$ cat src/rtl/superpixel_packetizer.sv
module superpixel_packetizer #(
  parameter int NPIX  = 16,
  parameter int TSW   = 12,
  parameter int ADW   = 12,
  parameter int TOTW  = 4,
  parameter int LOSTW = 8,
  localparam int IDXW = $clog2(NPIX),
  localparam int HITW = IDXW + TOTW,
  localparam int HDRW = TSW + ADW + IDXW,
  localparam int PLW  = NPIX * HITW
) (
  input  logic             clk,
  input  logic             rst_n,
  input  logic [NPIX-1:0]  disc_i,
  input  logic [TSW-1:0]   bxid_i,
  input  logic [ADW-1:0]   sp_addr_i,
  output logic             req_o,
  input  logic             done_i,
  output logic [HDRW-1:0]  hdr_o,
  output logic [PLW-1:0]   payload_o,
  output logic [LOSTW-1:0] lost_o
);

  localparam logic [TOTW-1:0] TOT_MAX = '1;

  logic [NPIX-1:0] sync1, sync2, sync3;
  logic [NPIX-1:0] rise;
  logic [1:0]      valid, open_b;
  logic [TSW-1:0]  ts  [2];
  logic [NPIX-1:0] hmap[2];
  logic [TOTW-1:0] tot [2][NPIX];
  logic            head, tail;
  logic [NPIX-1:0] active, owner;

  logic            tgt, alloc, slot_ok;
  logic [NPIX-1:0] accept, drop, head_mask;
  logic [IDXW:0]   nhits;
  logic [LOSTW:0]  lost_sum;

  assign rise = sync2 & ~sync3;

  always_comb begin
    slot_ok = 1'b1;
    alloc   = 1'b0;
    tgt     = 1'b0;
    if (valid[0] && open_b[0] && ts[0] == bxid_i) begin
      tgt = 1'b0;
    end else if (valid[1] && open_b[1] && ts[1] == bxid_i) begin
      tgt = 1'b1;
    end else if (!valid[tail]) begin
      tgt   = tail;
      alloc = 1'b1;
    end else begin
      slot_ok = 1'b0;
    end
  end

  assign accept = slot_ok ? (rise & (alloc ? {NPIX{1'b1}} : ~hmap[tgt])) : '0;
  assign drop   = rise & ~accept;

  assign head_mask = head ? owner : ~owner;
  assign req_o     = valid[head] && !open_b[head] && !(|(active & head_mask));

  assign nhits    = IDXW'(0) + ($countones(hmap[head]));
  assign hdr_o    = req_o ? {ts[head], sp_addr_i, IDXW'(nhits - 1'b1)} : '0;
  assign lost_sum = {1'b0, lost_o} + (LOSTW+1)'($countones(drop));

  always_comb begin
    int k;
    payload_o = '0;
    k = 0;
    if (req_o) begin
      for (int p = 0; p < NPIX; p++) begin
        if (hmap[head][p]) begin
          payload_o[k*HITW +: HITW] = {IDXW'(p), tot[head][p]};
          k++;
        end
      end
    end
  end

  always_ff @(posedge clk) begin
    if (!rst_n) begin
      sync1  <= '0;
      sync2  <= '0;
      sync3  <= '0;
      valid  <= '0;
      open_b <= '0;
      head   <= 1'b0;
      tail   <= 1'b0;
      active <= '0;
      owner  <= '0;
      lost_o <= '0;
      for (int b = 0; b < 2; b++) begin
        ts[b]   <= '0;
        hmap[b] <= '0;
        for (int p = 0; p < NPIX; p++) tot[b][p] <= '0;
      end
    end else begin
      sync1 <= disc_i;
      sync2 <= sync1;
      sync3 <= sync2;

      for (int b = 0; b < 2; b++)
        if (open_b[b] && ts[b] != bxid_i) open_b[b] <= 1'b0;

      if (req_o && done_i) begin
        valid[head] <= 1'b0;
        head        <= ~head;
      end

      if (|accept) begin
        if (alloc) begin
          valid[tgt]  <= 1'b1;
          open_b[tgt] <= 1'b1;
          ts[tgt]     <= bxid_i;
          hmap[tgt]   <= accept;
          tail        <= ~tail;
        end else begin
          hmap[tgt] <= hmap[tgt] | accept;
        end
      end

      for (int p = 0; p < NPIX; p++) begin
        if (accept[p]) begin
          active[p]   <= 1'b1;
          owner[p]    <= tgt;
          tot[tgt][p] <= TOTW'(1);
        end else if (active[p]) begin
          if (sync2[p]) begin
            tot[owner[p]][p] <= tot[owner[p]][p] + 1'b1;
            if (tot[owner[p]][p] == TOT_MAX - 1'b1) active[p] <= 1'b0;
          end else begin
            active[p] <= 1'b0;
          end
        end
      end

      if (|drop) lost_o <= lost_sum[LOSTW] ? '1 : lost_sum[LOSTW-1:0];
    end
  end


  req_hold_chk: assert property (@(posedge clk) disable iff (!rst_n)
    req_o && !done_i |=> req_o && $stable(hdr_o) && $stable(payload_o));


  req_free_chk: assert property (@(posedge clk) disable iff (!rst_n)
    req_o && done_i |=> !req_o || hdr_o != $past(hdr_o));


  lost_mono_chk: assert property (@(posedge clk) disable iff (!rst_n)
    lost_o >= $past(lost_o));


  first_tot_chk: assert property (@(posedge clk) disable iff (!rst_n)
    req_o |-> payload_o[TOTW-1:0] != '0);

endmodule

$ cat config.mk
export PLATFORM = sky130hd
export DESIGN_NAME = superpixel_packetizer
export DESIGN_NICKNAME = d
export VERILOG_FILES = /design/src/rtl/superpixel_packetizer.sv
export SDC_FILE = /design/constraint.sdc
export NUM_CORES = 1
export LEC_CHECK = 0
export BUFFER_PORTS_ARGS = -buffer_cell sky130_fd_sc_hd__buf_2
export CAP_MARGIN = 20
export CORE_AREA = 2 2 252 354
export DETAILED_ROUTE_END_ITERATION = 10
export DIE_AREA = 0 0 254 356
export GPL_TIMING_DRIVEN = 0
export HOLD_SLACK_MARGIN = 0.02
export SLEW_MARGIN = 30
export SYNTH_ARGS = -nofsm -noshare
export SYNTH_HDL_FRONTEND = slang
export SYNTH_SLANG_ARGS = --single-unit
$ cat constraint.sdc
create_clock -name clk -period 47.5 [get_ports clk]
set_clock_uncertainty 0.15 [all_clocks]
set_input_delay 9.5 -clock clk [delete_from_list [all_inputs] [get_ports clk]]
set_output_delay 9.5 -clock clk [all_outputs]
set_load 0.02 [all_outputs]
==> results of run 1 <==
[worst max-delay path, delay by kind of cell (launching register included)]
family / cells / cell delay (ns)
mux: 3 / 1.97
simple gates: 12 / 2.91
flops: 1 / 0.35
buf+inv: 16 / 4.45
fa+ha+maj: 10 / 4.02
compound gates: 20 / 6.29
[sequential cells by signal, indices dropped and copies added (netlist names), named ones only]
register  count
hmap         32
tot         128
tail          1
open_b        2
ts           24
valid         2
sync2        16
owner        16
sync3        16
lost_o        8
sync1        16
head          1
active       16
[cell usage in the layout, fill, tap and decap left out, types with 45 or more instances in the layout]
cell      netlist  layout
a31oi_1        54      54
xor2_1         50      50
o211ai_1       65      65
ha_1           89      89
dfxtp_1       111     111
nor2b_1        48      48
inv_1         151     152
mux2_2        111     111
o22ai_1        47      47
and2_1        118     118
o21ai_0       227     225
a211oi_1       50      49
or3_1          45      45
a221oi_1       48      48
clkbuf_1      200     202
a21oi_1       338     336
buf_2          21     232
nor3_1        113     108
nor2_1        585     585
nand4_1        48      48
nand2b_1       49      49
and3_1         59      59
nand2_1       476     476
edfxtp_1      184     184
nand3_1       175     175
mux2i_1       297     283
xnor2_1        72      72
[stage by stage]
step           utilization, %  hold WS [ns]  area (um^2)  setup slack [ns]  cells
3_5_place_dp             42.7         0.269        37300             18.69   5907
2_1_floorplan               -         0.262        34600             23.93   4519
4_1_cts                  43.5         0.263        38100             18.02   5949
3_3_place_gp             42.5         0.264        37100             18.77   5905
5_1_grt                  43.6         0.286        38100             16.80   5951
6_report                 43.6         0.262        38100             17.24   5954
[layout make-up]
cell class / instances / area share (%)
Antenna cell: 3 / 0.0197
Buffer: 244 / 2.63
Clock buffer: 30 / 1.71
Clock inverter: 12 / 0.253
Inverter: 163 / 1.61
Multi-Input combinational cell: 3817 / 66.8
Sequential cell: 295 / 20.3
Tap cell: 1179 / 3.87
Timing Repair Buffer: 211 / 2.79
[cell families after synthesis]
group	count (synthesis)
simple gates	1927
xor+xnor	159
other cells	2
buf+inv	407
fa+ha+maj	114
compound gates	1188
mux	420
flops	295
[worst max-delay path by stage]
| stage | to | slack, ns |
|---|---|---|
| 2_1_floorplan | payload_o[88] | 23.93 |
| 3_3_place_gp | payload_o[23] | 18.77 |
| 3_5_place_dp | payload_o[103] | 18.69 |
| 4_1_cts | payload_o[103] | 18.02 |
| 5_1_grt | payload_o[23] | 16.80 |
| 6_report | payload_o[48] | 17.24 |
[metal layers]
layer | up-vias | global-route usage (%) | share of wire (%)
li1 | 17100 | - | -
met1 | 18800 | 43.8 | 37
met2 | 2063 | 66.9 | 47
met3 | 660 | 4.20 | 6.3
met4 | 4 | 31.2 | 9.8
met5 | - | 0 | 0.016
==> impl_metrics.tcl, run 1 <==
set metrics [dict create \
    yosys-top-cells-count "585 x nor2_1, 476 x nand2_1, 338 x a21oi_1, 297 x mux2i_1, 227 x o21ai_0" \
    synthXorXnorAreaFrac_pct 5.46 \
    period_share_pct 63.7 \
    cts_resized 0 \
    fp.dieW_um 254 \
    r2r_end "lost_o[0]" \
    r2r_cells 27 \
    worstSetupPathType "flip-flop to primary output" \
    synth_top_area_share_pct 16.0 \
    endpoint_kind "primary output" \
    required_ns 37.85 \
    root_buffer "clkbuf_16" \
    hold_viol 0 \
    via_per_inst 6.49 \
    num_vias 38600 \
    hp-class "flip-flop to flip-flop" \
    final_net_count 4911 \
    place_hpwl_mm 152 \
    drt_iter0_markers 4137 \
    drive_above_1_share_pct 12.3 \
    hold_end "sync2[9]" \
    synthFlopType "edfxtp_1" \
    synth_most_common_cell "nor2_1" \
    die_h_um 356 \
    worstHoldStart "sync1[9]" \
    synthAdderAreaFrac_pct 4.63 \
    cap_violations 0 \
    finalCriticalPeriod_ns 30.26 \
    syn_inst 4512 \
    async_flop_share_pct 0 \
    grt_pass1_vias 37200 \
    critPathSlowestCell "mux2i_1" \
    drc 0 \
    grt_max_degree 20 \
    initial_core_util_pct 39.6 \
    cts_hold_buf 0 \
    drt-pass1-iter-count 8 \
    io_buffers 207 \
    grt_overflow 0 \
    relSlewSlack_pct 24.9 \
    tightest_slew_ns 1.09 \
    core-area_mm2 0.0875 \
    ys_warn_count 0 \
    path_max_fanout 10 \
    clkSinkCount 295 \
    place_congestion 1.07 \
    synthMuxAreaShare_pct 12.8 \
    design.portCount 208 \
    nFillCells 9349 \
    synth_top_cell_by_area "edfxtp_1" \
    synth_top_family_by_area "simple AND/OR/NAND/NOR gates" \
    wl_mm 183 \
    max_freq_mhz 33.0 \
    ant_nets 0 \
    clkLatencyLatePin_ns 0.56 \
    cts.clk_slew.worst_paths_ns 0.08 \
    yosysSeqAreaShare_pct 22.4 \
    die_area_mm2 0.0904 \
    fin_setup_tns_ns 0 \
    start_kind "flip-flop" \
    ys_ff_latch 295 \
    syn_area_mm2 0.0346 \
    cts_setup_buffers 0 \
    synth.area.top_cells "edfxtp_1 16%, mux2i_1 8.6%, dfxtp_1 6.4%, nor2_1 6.3%, nand2_1 5.2%" \
    cpPeakStageDelay_ns 0.87 \
    post_drt_wl_per_cell_um 30.7 \
    grt_first_pass_wirelength_mm 255 \
    maxSlewViolCount 0 \
    syn_avg_cell_area_um2 7.67 \
    synth-compound-area-share_pct 22.9 \
    r2r_start "ts[1][4]" \
    crit_top_cell "ha_1" \
    rsz0062_at_grt "false" \
    yosys.area_share.simple_pct 27.1 \
    htree_levels 1 \
    status "completed" \
    clockBufferDepth 3 \
    antenna_found_initial 6 \
    multi_input_area_mm2 0.0255 \
    rows 129 \
    syn_to_final_growth_pct 10.2 \
    grt.total_usage_pct 39.0 \
    critPathArrivalTime_ns 20.61 \
    seqCellArea_mm2 0.00775 \
    hold_depth 1 \
    final-setup-viol-count 0 \
    numCtsBuffers 23 \
    cts_tree "done" \
    synth_edf_count 184 \
    r2r_setup_slack_ns 39.27 \
    ys_types 127 \
]
Power of run 1 is not shown: default switching activity piles up to over one toggle a cycle in this logic, so the estimate is an artifact.
==> run 2, diff against run 1 <==
==> constraint.sdc (replaced) <==
create_clock -name clk -period 25.4 [get_ports clk]
set_clock_uncertainty 0.15 [all_clocks]
set_input_delay 5.08 -clock clk [delete_from_list [all_inputs] [get_ports clk]]
set_output_delay 5.08 -clock clk [all_outputs]
set_load 0.02 [all_outputs]
==> run 2 against run 1 <==
Design area barely moved. Cell count about the same. Die area stayed put. Critical path depth decreased by 1. Highest routed layer unchanged.
==> impl_metrics.tcl, run 2 (synthesis gave the netlist of run 1 again) <==
set metrics [dict create \
    period_share_pct 97.6 \
    cap_violations 0 \
    initial_core_util_pct 39.6 \
    drive_above_1_share_pct 12.3 \
    endpoint_kind "primary output" \
    hold_viol 0 \
    grt_pass1_vias 37200 \
    top_register "tot" \
    drc 0 \
    cts_tree "done" \
    clkSinkCount 295 \
    place_congestion 1.07 \
    ant_nets 0 \
    drt-pass1-iter-count 6 \
    final_net_count 4910 \
    final_cell_mix "585 x nor2_1, 476 x nand2_1, 336 x a21oi_1" \
    relSlewSlack_pct 24.2 \
    cts.clk_slew.worst_paths_ns 0.08 \
    top_regs "tot (128), hmap (32), ts (24)" \
    path_max_fanout 19 \
    antenna_found_initial 6 \
    crit_top_cell "ha_1" \
    status "completed" \
    cp_top_family "compound AO/OA/AOI/OAI gates" \
    core-area_mm2 0.0875 \
    place_hpwl_mm 152 \
    die_area_mm2 0.0904 \
    required_ns 20.17 \
    die_h_um 356 \
    numCtsBuffers 23 \
    grt_max_degree 20 \
    start_kind "flip-flop" \
    cpPeakStageDelay_ns 0.87 \
    final-setup-viol-count 0 \
    fin_setup_tns_ns 0 \
    io_buffers 207 \
    num_vias 38500 \
    fp.dieW_um 254 \
    grt_overflow 0 \
    grtUsageMet3_pct 4.20 \
    cts_hold_buf 0 \
    final_common_cell "nor2_1" \
    rows 129 \
    root_buffer "clkbuf_16" \
    grt_util_met1_pct 43.8 \
    cp_num_buf_inv 15 \
    grt_first_pass_wirelength_mm 255 \
    wl_mm 183 \
    grt.busiest_layer "met2" \
    syn_to_final_growth_pct 10.2 \
    hold_ws_ns 0.263 \
    largest_register_ffs 128 \
    max_freq_mhz 40.3 \
    maxSlewViolCount 0 \
    via_per_inst 6.47 \
    critPathArrivalTime_ns 19.56 \
    clockBufferDepth 3 \
    critPathSlowestCell "a2111oi_0" \
    hp-class "flip-flop to flip-flop" \
    drt_iter0_markers 4072 \
    design.portCount 208 \
    rsz0062_at_grt "false" \
    clkLatencyLatePin_ns 0.56 \
    post_drt_wl_per_cell_um 30.7 \
    use_met2_pct 66.9 \
    worstSetupPathType "flip-flop to primary output" \
    grt.total_usage_pct 39.0 \
    finalCriticalPeriod_ns 24.79 \
    tightest_slew_ns 1.13 \
    htree_levels 1 \
]
[run 2: changes by cell type in the layout (fill, tap and decap cells not counted)]
cell / delta
buf_1: -1
mux2i_2: +1
diode_2: -1
a211oi_1: -1
a211oi_2: +1
mux2i_1: -1
[run 2: worst register-to-register path, stage by stage (launching register included)]
cell and delay (ns):
edfxtp_1 0.41, xor2_1 0.16, nor4_1 0.29, nand3_1 0.13, nor3_1 0.35, nand2_1 0.29
nand2_1 0.16, and2_1 0.15, clkbuf_1 0.65, nand2_1 0.13, a21oi_1 0.35, nor2_1 0.28
nor3b_1 0.44, fa_1 0.52, inv_1 0.10, fa_1 0.41, fa_1 0.52, fa_1 0.58
inv_1 0.07, fa_1 0.47, fa_1 0.42, a21oi_1 0.15, nor2_1 0.05, nor2_1 0.18
o21bai_1 0.13, nand4_1 0.24, nor3b_1 0.23, nor3_1 0.07
[run 2: repair_timing]
item / 4_1_cts / 5_1_grt
buffers inserted: 0 / 0
gates resized for setup: 0 / 2
setup endpoints to repair: 0 / 127
[run 2: final cells by class]
type | instances | area [um^2]
fill | 9348 | 49300
tap | 1179 | 1480
clock buffer | 30 | 653
inverter | 163 | 616
buffer | 243 | 1000
multi-input combinational | 3817 | 25500
clock inverter | 12 | 96.3
antenna | 2 | 5.00
sequential | 295 | 7750
timing repair buffer | 211 | 1060
[run 2: layer usage]
layer | vias to the layer above | wire length [um]
met3 | 647 | 12000
met2 | 1969 | 86400
met4 | 4 | 17900
met1 | 18800 | 66700
met5 | - | 30
li1 | 17100 | -
[run 2: path summary, 6_finish.rpt]
kind / startpoint / slack [ns] / end / cells past startpoint
worst max-delay path: flip-flop / 0.61 / payload_o[48] / 60
worst min-delay path: sync1[9] / 0.26 / sync2[9] / 1
worst max register to register: ts[1][7] / 17.21 / lost_o[0] / 27
worst min register to register: sync1[9] / 0.26 / sync2[9] / 1
[run 2: metrics by stage]
| stage | std cells | cell area, um^2 | utilization, % | worst slack (ns) |
|---|---|---|---|---|
| floorplan | 4519 | 34600 | - | 6.25 |
| global placement | 5905 | 37100 | 42.5 | 1.09 |
| detailed placement | 5907 | 37300 | 42.7 | 1.01 |
| CTS | 5949 | 38100 | 43.5 | 0.342 |
| global route | 5950 | 38100 | 43.6 | 0.215 |
| finish | 5952 | 38100 | 43.6 | 0.614 |
Power of run 2 is left out for the same reason.
